$ cat src/rtl/cc_pkg.sv
`timescale 1ns/1ps
package cc_pkg;
   localparam int MB_IRQ  = 0;
   localparam int MB_PWM  = 1;
   localparam int MB_FALL = 4;
   localparam int MB_RISE = 5;
   localparam int MB_CMP  = 6;
   localparam logic [7:0] MODE_MASK = 8'h73;

   typedef struct packed {
      logic irq_en;
      logic pwm_en;
      logic fall_en;
      logic rise_en;
      logic cmp_en;
   } mode_t;

   function automatic mode_t decode_mode(input logic [7:0] m);
      mode_t d;
      d.irq_en  = m[MB_IRQ];
      d.pwm_en  = m[MB_PWM];
      d.fall_en = m[MB_FALL];
      d.rise_en = m[MB_RISE];
      d.cmp_en  = m[MB_CMP];
      return d;
   endfunction
endpackage

$ cat src/rtl/cc_edge_sync.sv
`timescale 1ns/1ps
module cc_edge_sync #(
   parameter int STAGES = 2
) (
   input  logic clk,
   input  logic rst_n,
   input  logic pin,
   output logic rise,
   output logic fall
);
   localparam int TOP = STAGES - 1;

   logic [TOP:0] sh;
   logic         prev;

   generate
      if (STAGES < 2) begin : g_bad
         $error("cc_edge_sync: STAGES must be at least 2");
      end
   endgenerate

   always_ff @(posedge clk) begin
      if (!rst_n) begin
         sh   <= '0;
         prev <= 1'b0;
      end else begin
         sh   <= {sh[TOP-1:0], pin};
         prev <= sh[TOP];
      end
   end

   assign rise = sh[TOP] & ~prev;
   assign fall = ~sh[TOP] & prev;
endmodule

$ cat src/rtl/cc_set_clr.sv
`timescale 1ns/1ps
module cc_set_clr (
   input  logic clk,
   input  logic rst_n,
   input  logic set,
   input  logic clr,
   output logic q
);
   always_ff @(posedge clk) begin
      if (!rst_n)   q <= 1'b0;
      else if (set) q <= 1'b1;
      else if (clr) q <= 1'b0;
   end
endmodule

$ cat src/rtl/cc_cmp_pwm.sv
`timescale 1ns/1ps
module cc_cmp_pwm #(
   parameter int CNT_W = 16
) (
   input  logic [CNT_W-1:0] count,
   input  logic [CNT_W-1:0] ref_val,
   input  logic             cmp_en,
   input  logic             pwm_en,
   output logic             match,
   output logic             reload,
   output logic             pwm
);
   localparam int HALF = CNT_W / 2;

   logic [HALF-1:0] cnt_lo;
   logic [HALF-1:0] thr_lo;

   assign cnt_lo = count[HALF-1:0];
   assign thr_lo = ref_val[HALF-1:0];

   assign match  = cmp_en & ~pwm_en & (count == ref_val);
   assign reload = pwm_en & (&cnt_lo);
   assign pwm    = pwm_en & (cnt_lo >= thr_lo);
endmodule

$ cat src/rtl/cap_cmp_channel.sv
`timescale 1ns/1ps
module cap_cmp_channel #(
   parameter int CNT_W       = 16,
   parameter int SYNC_STAGES = 2
) (
   input  logic                 clk,
   input  logic                 rst_n,
   input  logic                 mode_we,
   input  logic [7:0]           mode_wdata,
   input  logic                 cmp_hi_we,
   input  logic                 cmp_lo_we,
   input  logic [CNT_W/2-1:0]   cmp_wdata,
   input  logic                 flag_clr,
   input  logic                 ovf_clr,
   input  logic                 ovf_irq_en,
   input  logic                 pca_irq_en,
   input  logic                 global_irq_en,
   input  logic [CNT_W-1:0]     tb_count,
   input  logic                 tb_ovf,
   input  logic                 cap_pin,
   output logic [7:0]           mode_q,
   output logic [CNT_W-1:0]     cmp_q,
   output logic                 evt_flag,
   output logic                 ovf_flag,
   output logic                 pwm_out,
   output logic                 irq
);
   import cc_pkg::*;

   localparam int HALF = CNT_W / 2;

   generate
      if ((CNT_W % 2) != 0 || CNT_W < 4) begin : g_bad_w
         $error("cap_cmp_channel: CNT_W must be even and at least 4");
      end
   endgenerate

   logic [7:0]      mode_r;
   logic [HALF-1:0] hi_r;
   logic [HALF-1:0] lo_r;
   mode_t           md;
   logic            rise, fall;
   logic            cap_fire;
   logic            match_hit;
   logic            reload;

   assign md = decode_mode(mode_r);

   cc_edge_sync #(.STAGES(SYNC_STAGES)) u_sync (
      .clk  (clk),
      .rst_n(rst_n),
      .pin  (cap_pin),
      .rise (rise),
      .fall (fall)
   );

   assign cap_fire = (rise & md.rise_en) | (fall & md.fall_en);

   cc_cmp_pwm #(.CNT_W(CNT_W)) u_cmp (
      .count  (tb_count),
      .ref_val({hi_r, lo_r}),
      .cmp_en (md.cmp_en),
      .pwm_en (md.pwm_en),
      .match  (match_hit),
      .reload (reload),
      .pwm    (pwm_out)
   );

   always_ff @(posedge clk) begin
      if (!rst_n)       mode_r <= '0;
      else if (mode_we) mode_r <= mode_wdata & MODE_MASK;
   end

   always_ff @(posedge clk) begin
      if (!rst_n) begin
         hi_r <= '0;
         lo_r <= '0;
      end else if (cap_fire) begin
         hi_r <= tb_count[CNT_W-1:HALF];
         lo_r <= tb_count[HALF-1:0];
      end else begin
         if (cmp_hi_we) hi_r <= cmp_wdata;
         if (reload)         lo_r <= hi_r;
         else if (cmp_lo_we) lo_r <= cmp_wdata;
      end
   end

   cc_set_clr u_evt (
      .clk  (clk),
      .rst_n(rst_n),
      .set  (cap_fire | match_hit),
      .clr  (flag_clr),
      .q    (evt_flag)
   );

   cc_set_clr u_ovf (
      .clk  (clk),
      .rst_n(rst_n),
      .set  (tb_ovf),
      .clr  (ovf_clr),
      .q    (ovf_flag)
   );

   assign mode_q = mode_r;
   assign cmp_q  = {hi_r, lo_r};
   assign irq    = global_irq_en & pca_irq_en &
                   ((evt_flag & md.irq_en) | (ovf_flag & ovf_irq_en));
endmodule

$ cat config.mk
export PLATFORM = sky130hd
export DESIGN_NAME = cap_cmp_channel
export DESIGN_NICKNAME = d
export VERILOG_FILES = /design/src/rtl/cc_pkg.sv /design/src/rtl/cc_edge_sync.sv /design/src/rtl/cc_set_clr.sv /design/src/rtl/cc_cmp_pwm.sv /design/src/rtl/cap_cmp_channel.sv
export SDC_FILE = /design/constraint.sdc
export NUM_CORES = 1
export LEC_CHECK = 0
export BUFFER_PORTS_ARGS = -buffer_cell sky130_fd_sc_hd__buf_2
export CORE_MARGIN = 5
export CORE_UTILIZATION = 45
export CTS_CLUSTER_DIAMETER = 80
export DETAILED_ROUTE_END_ITERATION = 8
export PLACE_DENSITY = 0.79
export SYNTH_ARGS = -nofsm -noshare
export SYNTH_HDL_FRONTEND = slang
export SYNTH_SLANG_ARGS = --single-unit
$ cat constraint.sdc
create_clock -name clk -period 3.39 [get_ports clk]
set_input_delay 0.5085 -clock clk [delete_from_list [all_inputs] [get_ports clk]]
set_output_delay 0.5085 -clock clk [all_outputs]
set_load 0.03 [all_outputs]
Yosys cells after proc, flatten, opt, wreduce, memory -nomap -nowiden
Cells that the tools add are included.
Word-level totals
  flip-flop bits (word level): 26
  bits in latches: 0
  RAM bits: 0
  bits in read-only memories: 0
  word-level logic and storage cells: 41
  memories kept: 0
Operators by class
  add/sub/neg operators: 0
  multipliers: 0
  div/mod/pow operators: 0
  order comparisons: 1
  eq/ne operators: 1
  shift operators: 0
  mux-type cells: 9
  bitwise operators: 18
  reductions and logical operators: 5
Operators by type and width (number)
  $mux W8: 5
  $eq A16 B16 Y1: 1
  $and A1 B1 Y1: 12
  $ge A8 B8 Y1: 1
  $reduce_and A8 Y1: 1
  $reduce_bool A2 Y1: 3
  $mux W1: 4
  $not A1 Y1: 3
  $or A1 B1 Y1: 3
  $reduce_bool A3 Y1: 1

Longest topological paths before layout
Gate-level depths: netlist (run 1).
  word-level depth: 6
  depth in mapped cells: 6

Hierarchy
A second synthesis (run 1) with hierarchy kept.
Unflattened totals
  cells, all modules: 172
  area total of the unflattened synthesis: 1637.8 sq um
Modules (own cells, without submodules)
  cap_cmp_channel: instances 1, cells an instance 114, area each 1139.8 sq um, seq. area each 420.4 sq um
  cc_cmp_pwm: instances 1, cells an instance 44, area each 324.1 sq um, seq. area each 0.0 sq um
  cc_edge_sync: instances 1, cells an instance 8, area each 91.3 sq um, seq. area each 60.1 sq um
  cc_set_clr: instances 2, cells an instance 3, area each 41.3 sq um, seq. area each 20.0 sq um

Least setup slack after synthesis (run 1)
Ideal clock, no wire load.
  path type: register to output
  from: register lo_r[5]
  to: output port pwm_out
  arrival: 1.893 ns
  data required time: 2.882 ns
  slack: 0.988 ns
  cell stages (with the launch flop): 6
  buffers on the path: 0
  cell sequence: dfxtp_1 inv_1 ha_1 and4_1 nand2_1 o32ai_1
On the way
  cells in the longest elaborated chain, start to end: 2
RTL lines
  start, declared: line cap_cmp_channel.sv:40  | logic [HALF-1:0] lo_r;
  start signal, assigned: line cap_cmp_channel.sv:80  | lo_r <= tb_count[HALF-1:0];
  start signal, assigned: line cap_cmp_channel.sv:83  | if (reload) lo_r <= hi_r;
  start signal, assigned: line cap_cmp_channel.sv:84  | else if (cmp_lo_we) lo_r <= cmp_wdata;
  $ge A8 B8 Y1: line cc_cmp_pwm.sv:23  | assign pwm = pwm_en & (cnt_lo >= thr_lo);
  $and A1 B1 Y1: line cc_cmp_pwm.sv:23
  end, declared: line cap_cmp_channel.sv:25  | output logic pwm_out,
No other way between the ends.

Final worst setup path (run 1)
Same ends and word-level chain as after synthesis.

==> summary.txt, run 1 <==
Status
  – Status: finished clean

Timing
  – Worst Tran Pin Value: 0.8736 ns
  – Fmax: 429.3 MHz
  – RSZ-0062 raised after global routing: false
  – Endpoints failing setup: 0
  – Fin Clk Skew: 0.001276 ns
  – Final worst path period need: 2.330 ns
  – Setup_tns: 0 ns
  – Final Hold Violating Endpoints: 0
  – Final worst path period share: 68.72%
  – Worst hold slack: 0.3864 ns
  – Fin. max-slew vios: 0
  – Slew HR: 41.31%

Final layout
  – Core Util, Final: 56.08%
  – P&R area growth vs syn: 22.36%
  – Fin cells: 274
  – Most frequent cells in the layout: buf_2 (65), dfxtp_1 (26), nor2_1 (17)
  – Share of cells above drive strength 1: 31.58%
  – Most common cell after layout, fill and taps aside: buf_2
  – Net count, final: 281
  – Ant. Diodes: 0

Floorplanning
  – Core Region: 3284 um2
  – Starting Density: 45.83%
  – Die W: 67.84 um
  – Num ports: 72
  – Chip Height: 67.84 um
  – Row count: 21
  – Die area: 4602 um2

Global route
  – Largest net degree at the start of global routing: 33
  – Vias in the first global route: 1350
  – First-pass GRT wire length: 6.023 mm
  – Initial antenna violation count: 0
  – GRT overflow: 0
  – Total track usage: 16.80%

Logic synthesis
  – XOR/XNOR share of the synthesized area: 4.655%
  – Post-Syn Area: 1505 um2
  – Largest area contributor in the netlist: dfxtp_1
  – Syn Inst Count: 172
  – Synthesized flop and latch total: 26
  – Register area share after synthesis: 34.58%
  – Post-Synth Simple-Gate Area: 19.70%
  – Yosys top cell area share: 34.58%
  – Main combinational cell family by area after synthesis: simple AND/OR/NAND/NOR gates
  – YS warnings: 0
  – Post-synthesis mux area share: 8.645%
  – Avg Cell Area, Syn: 8.751 um2
  – Synth Area in Compound Gates: 16.29%
  – Synth area leaders: dfxtp_1 (35%), mux2i_1 (8.6%), ha_1 (6.7%), a32oi_1 (4.7%), xnor2_1 (4.7%)
  – Netlist cell types: 34
  – Post-Synth Adder-Cell Area: 6.650%

Detailed routing
  – Drt wl/cell: 13.78 um
  – Total wire length: 3.777 mm
  – TritonRoute pass-1 iters: 4
  – 1st-iter DRT viols: 64
  – Vias: 1454
  – Drc violations: 0
  – Antenna Nets Post-Route: 0
  – Via-per-instance ratio: 5.307

Clocking
  – Clk Latency, worst-skew pair: 0.31 ns
  – CTS Hold Bufs: 0
  – TritonCTS buffer count: 3
  – CTS Root Cell: clkbuf_4
  – Postcts setup bufs: 0
  – CTS H-tree lvls: 1
  – Clock Pin Slew Worst Setup and Hold Paths: 0.13 ns
  – CTS tree: done
  – Clk buf depth: 2
  – CTS sink cnt: 26
  – CTS-repair resized insts: 0

Setup path
  – Startpoint types: flop
  – Worst Path Required: 2.88 ns
  – Crit path cell chain: inv_1, ha_1, a21o_1, a21o_1, a21oi_1, o32ai_1, buf_2
  – Worst reg2reg setup slack: 1.72 ns
  – Setup crit end kind: output port
  – WS Path Type: reg2out
  – Crit path max fanout: 3
  – CP most frequent cell: a21o_1
  – Max stage delay on crit path: 0.38 ns
  – Crit path DAT: 1.82 ns
  – CP max stage cell: dfxtp_1

Placed design
  – Hpwl dp: 3.047 mm
  – Final Wtd Congestion: 0.8101
  – PortBufs: 65
  – Placed cell count: 270

Pwr
  – Overall power: 0.6637 mW
  – Leak: 0.8617 nW
  – Peak VDD IR: 126.9 uV
  – PwrDens: 360.4 nW/um2

Job
  – Max Cap Violations: 0

Worst hold path
  – HP Class: in2reg
[synth_stat cells (all sizes together)]
| master | instances |
|---|---|
| a32oi | 8 |
| nand2 | 4 |
| nand4 | 10 |
| a31oi | 8 |
| dfxtp | 26 |
| and4 | 2 |
| nor2 | 17 |
| nor4 | 1 |
| inv | 11 |
| ha | 8 |
| a211oi | 9 |
| clkbuf | 6 |
| a21oi | 2 |
| conb | 1 |
| a21o | 3 |
| or3 | 1 |
| nand3 | 11 |
| a22oi | 1 |
| mux2i | 13 |
| o32ai | 1 |
| nor2b | 1 |
| xnor2 | 8 |
| and2 | 3 |
| nand2b | 1 |
| or2 | 1 |
| and3b | 2 |
| nor3 | 2 |
| buf | 10 |
| o31a | 1 |
[worst paths after layout]
| check | from | to | depth (start not counted) |
|---|---|---|---|
| worst max-delay path | lo_r[5] | pwm_out | 7 |
| worst min-delay path | cap_pin | u_sync.sh[0] | 2 |
| worst max register to register | mode_q[1] | lo_r[7] | 4 |
| worst min register to register | u_sync.sh[0] | u_sync.sh[1] | 1 |
[sequential cells by signal, summed over array words and instances, names as in the netlist]
signal	cells
hi_r	8
lo_r	8
mode_q	5
u_sync.sh	2
u_evt.q	1
u_ovf.q	1
u_sync.prev	1
[worst max-delay path: cells and delay by family (launching register included)]
family                     cells  cell delay (ns)
adders and majority gates      1             0.28
DFF                            1             0.38
AOI/OAI and AO/OA              4             0.60
buffers and inverters          2             0.24
[final cells by class]
class	instances	area [um2]
sequential	26	520.5
inverter	11	41.29
timing repair buffer	66	332.8
clock buffer	4	36.28
multi-input combinational	121	853.3
fill	310	1443
tap	46	57.56
[per-stage QoR]
| stage | setup slack (ns) | cell area, um2 |
|---|---|---|
| 6_report | 1.060 | 1842 |
| 4_1_cts | 1.057 | 1842 |
| 2_1_floorplan | 0.9883 | 1513 |
| 5_1_grt | 0.9249 | 1842 |
| 3_3_place_gp | 1.093 | 1805 |
| 3_5_place_dp | 1.064 | 1805 |
[where the power goes]
part	internal, mW	switching, mW
Combinational	0.0682	0.100
Clock	0.0656	0.0883
Sequential	0.324	0.0170
[per-layer routing]
layer | vias up | global-route usage, % | part of all wire [%]
met3 | 4 | 1.642 | 7.5
li1 | 738 | - | -
met1 | 658 | 22.53 | 45
met2 | 54 | 28.43 | 47
met4 | 0 | 5.211 | 1.0
met5 | - | 0 | 0
[cells by family after synthesis]
family / count (synthesis)
and+or+nand+nor: 56
DFF: 26
adders and majority gates: 8
buffers and inverters: 27
AOI/OAI and AO/OA: 33
xor gates and xnor gates: 8
other: 1
muxes: 13
Power figures use the tool's default switching activity.
==> run 2: changes to the inputs <==
--- a/config.mk
+++ b/config.mk
@@ -7,10 +7,10 @@
 export LEC_CHECK = 0
 export BUFFER_PORTS_ARGS = -buffer_cell sky130_fd_sc_hd__buf_2
 export CORE_MARGIN = 5
-export CORE_UTILIZATION = 45
+export CORE_UTILIZATION = 41
 export CTS_CLUSTER_DIAMETER = 80
 export DETAILED_ROUTE_END_ITERATION = 8
-export PLACE_DENSITY = 0.79
+export PLACE_DENSITY = 0.76
 export SYNTH_ARGS = -nofsm -noshare
 export SYNTH_HDL_FRONTEND = slang
 export SYNTH_SLANG_ARGS = --single-unit
==> constraint.sdc (replaced) <==
create_clock -name clk -period 2.05 [get_ports clk]
set_input_delay 0.3075 -clock clk [delete_from_list [all_inputs] [get_ports clk]]
set_output_delay 0.3075 -clock clk [all_outputs]
set_load 0.03 [all_outputs]
==> summary.txt, run 2 (synthesis gave the netlist of run 1 again) <==
Global route
  – Initial antenna violation count: 0
  – Vias in the first global route: 1349
  – Total track usage: 15.04%
  – Largest net degree at the start of global routing: 33
  – First-pass GRT wire length: 6.134 mm
  – GRT overflow: 0

Clocking
  – Clock Pin Slew Worst Setup and Hold Paths: 0.09 ns
  – CTS H-tree lvls: 1
  – CTS Hold Bufs: 0
  – CTS tree: done
  – Clk buf depth: 2
  – TritonCTS buffer count: 3
  – CTS sink cnt: 26
  – CTS Root Cell: clkbuf_8
  – Clk Latency, worst-skew pair: 0.27 ns

Timing
  – Fmax: 500.7 MHz
  – Final worst path period need: 1.997 ns
  – Slew HR: 54.19%
  – RSZ-0062 raised after global routing: true
  – Endpoints failing setup: 0
  – Setup_tns: 0 ns
  – Worst Tran Pin Value: 0.6864 ns
  – Fin Clk Skew: 0.001459 ns
  – Fin. max-slew vios: 0
  – Final worst path period share: 97.43%
  – Final Hold Violating Endpoints: 0

Final layout
  – Core Util, Final: 54.96%
  – Most common cell after layout, fill and taps aside: buf_2
  – Most frequent cells in the layout: buf_2 (64), dfxtp_1 (21), nor2_1 (17)
  – Ant. Diodes: 0
  – Fin cells: 278
  – Net count, final: 283
  – P&R area growth vs syn: 31.67%
  – Share of cells above drive strength 1: 39.57%

Setup path
  – Worst r2r src: mode_q[1]
  – Crit path DAT: 1.69 ns
  – Worst Path Required: 1.74 ns
  – RR Endpoint: lo_r[5]
  – Crit path max fanout: 3
  – WS Path Type: reg2out
  – Worst reg2reg setup slack: 0.37 ns
  – Startpoint types: flop
  – Setup crit end kind: output port
  – Reg2Reg Depth: 4

Worst hold path
  – WHS Endpoint: u_sync.sh[0]
  – HP Class: in2reg
  – Start point of the worst hold path: cap_pin
  – Hold path cells: 2

Floorplanning
  – Die W: 70.59 um
  – Chip Height: 70.59 um
  – Die area: 4983 um2
  – Row count: 22
  – Starting Density: 41.74%
  – Core Region: 3606 um2
  – Num ports: 72

Detailed routing
  – 1st-iter DRT viols: 61
  – Vias: 1438
  – TritonRoute pass-1 iters: 4
  – Via-per-instance ratio: 5.173
  – Drc violations: 0
  – Total wire length: 3.984 mm
  – Drt wl/cell: 14.33 um
  – Antenna Nets Post-Route: 0

Placed design
  – PortBufs: 65
  – Hpwl dp: 3.016 mm
  – Final Wtd Congestion: 0.7846
  – Placed cell count: 273

Job
  – Max Cap Violations: 0

Status
  – Status: finished clean

Pwr
  – Peak VDD IR: 245.6 uV
  – PwrDens: 653.5 nW/um2
  – Leak: 0.9027 nW
## run 2: changes by cell type in the layout (fill, tap and decap cells not counted), sizes merged
cell    previous run  this run
buf               66        68
bufinv             0         1
clkbuf             4         3
## run 2: metrics by stage
step	worst slack, ns	hold WS [ns]	area [um2]	power, mW
2_1_floorplan	0.1389	0.4057	1520	0.7611
3_3_place_gp	0.09272	0.4085	1823	0.8521
3_5_place_dp	0.07274	0.4235	1823	0.8558
4_1_cts	0.001059	0.2347	1906	1.273
5_1_grt	-0.04175	0.2372	1982	1.350
6_report	0.05268	0.2358	1982	1.295
## run 2: how the worst max path moves through the flow
stage	startpoint	to	slack, ns	depth (start not counted)
2_1_floorplan	lo_r[5]	pwm_out	0.14	5
3_3_place_gp	tb_count[0]	pwm_out	0.09	8
3_5_place_dp	tb_count[0]	pwm_out	0.07	8
4_1_cts	lo_r[5]	pwm_out	0.001	7
5_1_grt	lo_r[4]	pwm_out	-0.04	6
6_report	lo_r[4]	pwm_out	0.05	6
## run 2: metal layers
metal	GRT usage, %	routed length, um	vias up
li1	-	-	739
met1	19.97	1780	654
met2	24.74	1963	41
met3	1.847	187	4
met4	6.263	52	0
met5	0	0	-
## run 2: cell type report
class,count,area [um2]
Clock buffer,3,41.29
Fill cell,354,1624
Tap cell,48,60.06
Timing Repair Buffer,68,350.3
Multi-Input combinational cell,121,932.1
Clock inverter,1,30.03
Inverter,11,41.29
Sequential cell,26,526.8
## run 2: critical path, stage by stage (launching register included)
cell and delay, ns:
dfxtp_2 0.35, inv_1 0.05, ha_1 0.27, and4_4 0.24
nand2_2 0.06, o32ai_2 0.26, buf_4 0.20
## run 2: report_power, final
part / leakage, nW / total [mW] / internal [mW] / switching, mW
Combinational: 0.651 / 0.309 / 0.131 / 0.178
Sequential: 0.216 / 0.566 / 0.537 / 0.0287
Clock: 0.0357 / 0.420 / 0.261 / 0.159
## run 2: timing repair
action	CTS	global route
setup buffers	0	1
pin swaps	1	5
gates resized for setup	3	14
setup endpoints to repair	1	1
==> run 3: changes to the inputs <==
--- a/config.mk
+++ b/config.mk
@@ -8,6 +8,7 @@
 export BUFFER_PORTS_ARGS = -buffer_cell sky130_fd_sc_hd__buf_2
 export CORE_MARGIN = 5
 export CORE_UTILIZATION = 41
+export CTS_BUF_LIST = sky130_fd_sc_hd__clkbuf_16
 export CTS_CLUSTER_DIAMETER = 80
 export DETAILED_ROUTE_END_ITERATION = 8
 export PLACE_DENSITY = 0.76
==> summary.txt, run 3 (synthesis gave the netlist of run 1 again) <==
Floorplanning
  – Row count: 22
  – Starting Density: 41.74%
  – Core Region: 3606 um2
  – Num ports: 72
  – Chip Height: 70.59 um
  – Die W: 70.59 um
  – Die area: 4983 um2

Global route
  – GRT overflow: 0
  – First-pass GRT wire length: 6.375 mm
  – Vias in the first global route: 1404
  – GR Layer Usage met3: 2.557%
  – Largest net degree at the start of global routing: 33
  – Met1 Usage GRT: 20.23%
  – Total track usage: 15.66%
  – GR Util met2: 25.99%
  – GRT Max-Usage Layer: met2
  – Initial antenna violation count: 0

Timing
  – Fin Clk Skew: 0.001906 ns
  – Final Hold Violating Endpoints: 0
  – Final worst path period need: 1.980 ns
  – Slew HR: 54.39%
  – Endpoints failing setup: 0
  – Final setup margin: 0.07007 ns
  – Worst Tran Pin Value: 0.6834 ns
  – Final worst path period share: 96.58%
  – Setup_tns: 0 ns
  – Fin. max-slew vios: 0
  – Fmax: 505.1 MHz

Placed design
  – Placed cell count: 273
  – Final Wtd Congestion: 0.7846
  – Hpwl dp: 3.016 mm
  – Post-place setup slack: 0.07274 ns
  – Placed cell areas: 1823 um2
  – PortBufs: 65

Status
  – Status: finished clean

Final layout
  – Core Util, Final: 55.90%
  – Ant. Diodes: 0
  – Most frequent cells in the layout: buf_2 (64), dfxtp_1 (21), nor2_1 (17)
  – Share of cells above drive strength 1: 39.57%
  – Net count, final: 283
  – # fillers: 350
  – Fin area: 2016 um2
  – Most common cell after layout, fill and taps aside: buf_2
  – P&R area growth vs syn: 33.91%
  – Fin cells: 278

Clocking
  – CTS sink cnt: 26
  – TritonCTS buffer count: 3
  – Clock Pin Slew Worst Setup and Hold Paths: 0.06 ns
  – Clk buf depth: 2
  – CTS Root Cell: clkbuf_16
  – CTS H-tree lvls: 1
  – CTS tree: done
  – Clk Latency, worst-skew pair: 0.26 ns

Setup path
  – Worst Path Required: 1.74 ns
  – Worst r2r src: mode_q[1]
  – Setup crit end kind: output port
  – Reg2Reg Depth: 4
  – Startpoint types: flop
  – Crit path max fanout: 3
  – WS Path Type: reg2out
  – Crit path DAT: 1.67 ns
  – Worst reg2reg setup slack: 0.37 ns
  – RR Endpoint: lo_r[1]

Worst hold path
  – Start point of the worst hold path: cap_pin
  – HP Class: in2reg
  – WHS Endpoint: u_sync.sh[0]
  – Hold path cells: 2

Detailed routing
  – Drc violations: 0
  – Antenna Nets Post-Route: 0
  – Vias: 1446
  – Total wire length: 4.086 mm
  – Via-per-instance ratio: 5.201
  – 1st-iter DRT viols: 80
  – Drt wl/cell: 14.70 um
  – TritonRoute pass-1 iters: 4

Pwr
  – PwrDens: 711.3 nW/um2
  – Leak: 0.9180 nW
  – Peak VDD IR: 369.1 uV

Job
  – Max Cap Violations: 0
[run 3: final cells by class]
type	count	area (um2)	share of cell area, %
inverter	11	41.29	2.048
clock inverter	1	30.03	1.490
sequential	26	526.8	26.13
multi-input combinational	121	932.1	46.24
clock buffer	3	75.07	3.724
tap	48	60.06	2.980
timing repair buffer	68	350.3	17.38
[run 3: repair_timing]
| item | CTS | global route |
|---|---|---|
| pin swaps | 0 | 4 |
| hold buffers | 0 | 0 |
| endpoints found under the setup margin | 1 | 1 |
| resized for setup | 3 | 14 |
| hold endpoints to repair | 0 | 0 |
| setup buffers | 0 | 1 |
[run 3: worst max-delay path by stage]
stage	start	to	slack [ns]	cells after the start
floorplan	lo_r[5]	pwm_out	0.14	5
global placement	tb_count[0]	pwm_out	0.09	8
detailed placement	tb_count[0]	pwm_out	0.07	8
CTS	lo_r[0]	pwm_out	0.008	6
global route	lo_r[4]	pwm_out	-0.01	6
finish	lo_r[4]	pwm_out	0.07	6
[run 3: report_power, final]
part | internal, mW | leakage (nW) | total (mW) | switching (mW)
logic | 0.131 | 0.651 | 0.310 | 0.179
registers | 0.538 | 0.216 | 0.567 | 0.0292
clock network | 0.388 | 0.0511 | 0.557 | 0.169
[run 3: metrics by stage]
step	hold WS, ns	power, mW
after floorplan	0.4057	0.7611
after global placement	0.4085	0.8521
after detailed placement	0.4235	0.8558
after CTS	0.2503	1.415
after global routing	0.2587	1.492
final	0.2490	1.434
[run 3: routing by layer]
layer | wire length (um) | vias up
li1 | - | 742
met1 | 1750 | 657
met2 | 2049 | 40
met3 | 206 | 7
met4 | 80 | 0
met5 | 0 | -
[run 3: critical path: stages (launching register included)]
cell,delay [ns]
dfxtp_2,0.34
inv_1,0.05
ha_1,0.27
and4_4,0.24
nand2_2,0.06
o32ai_2,0.26
buf_4,0.20
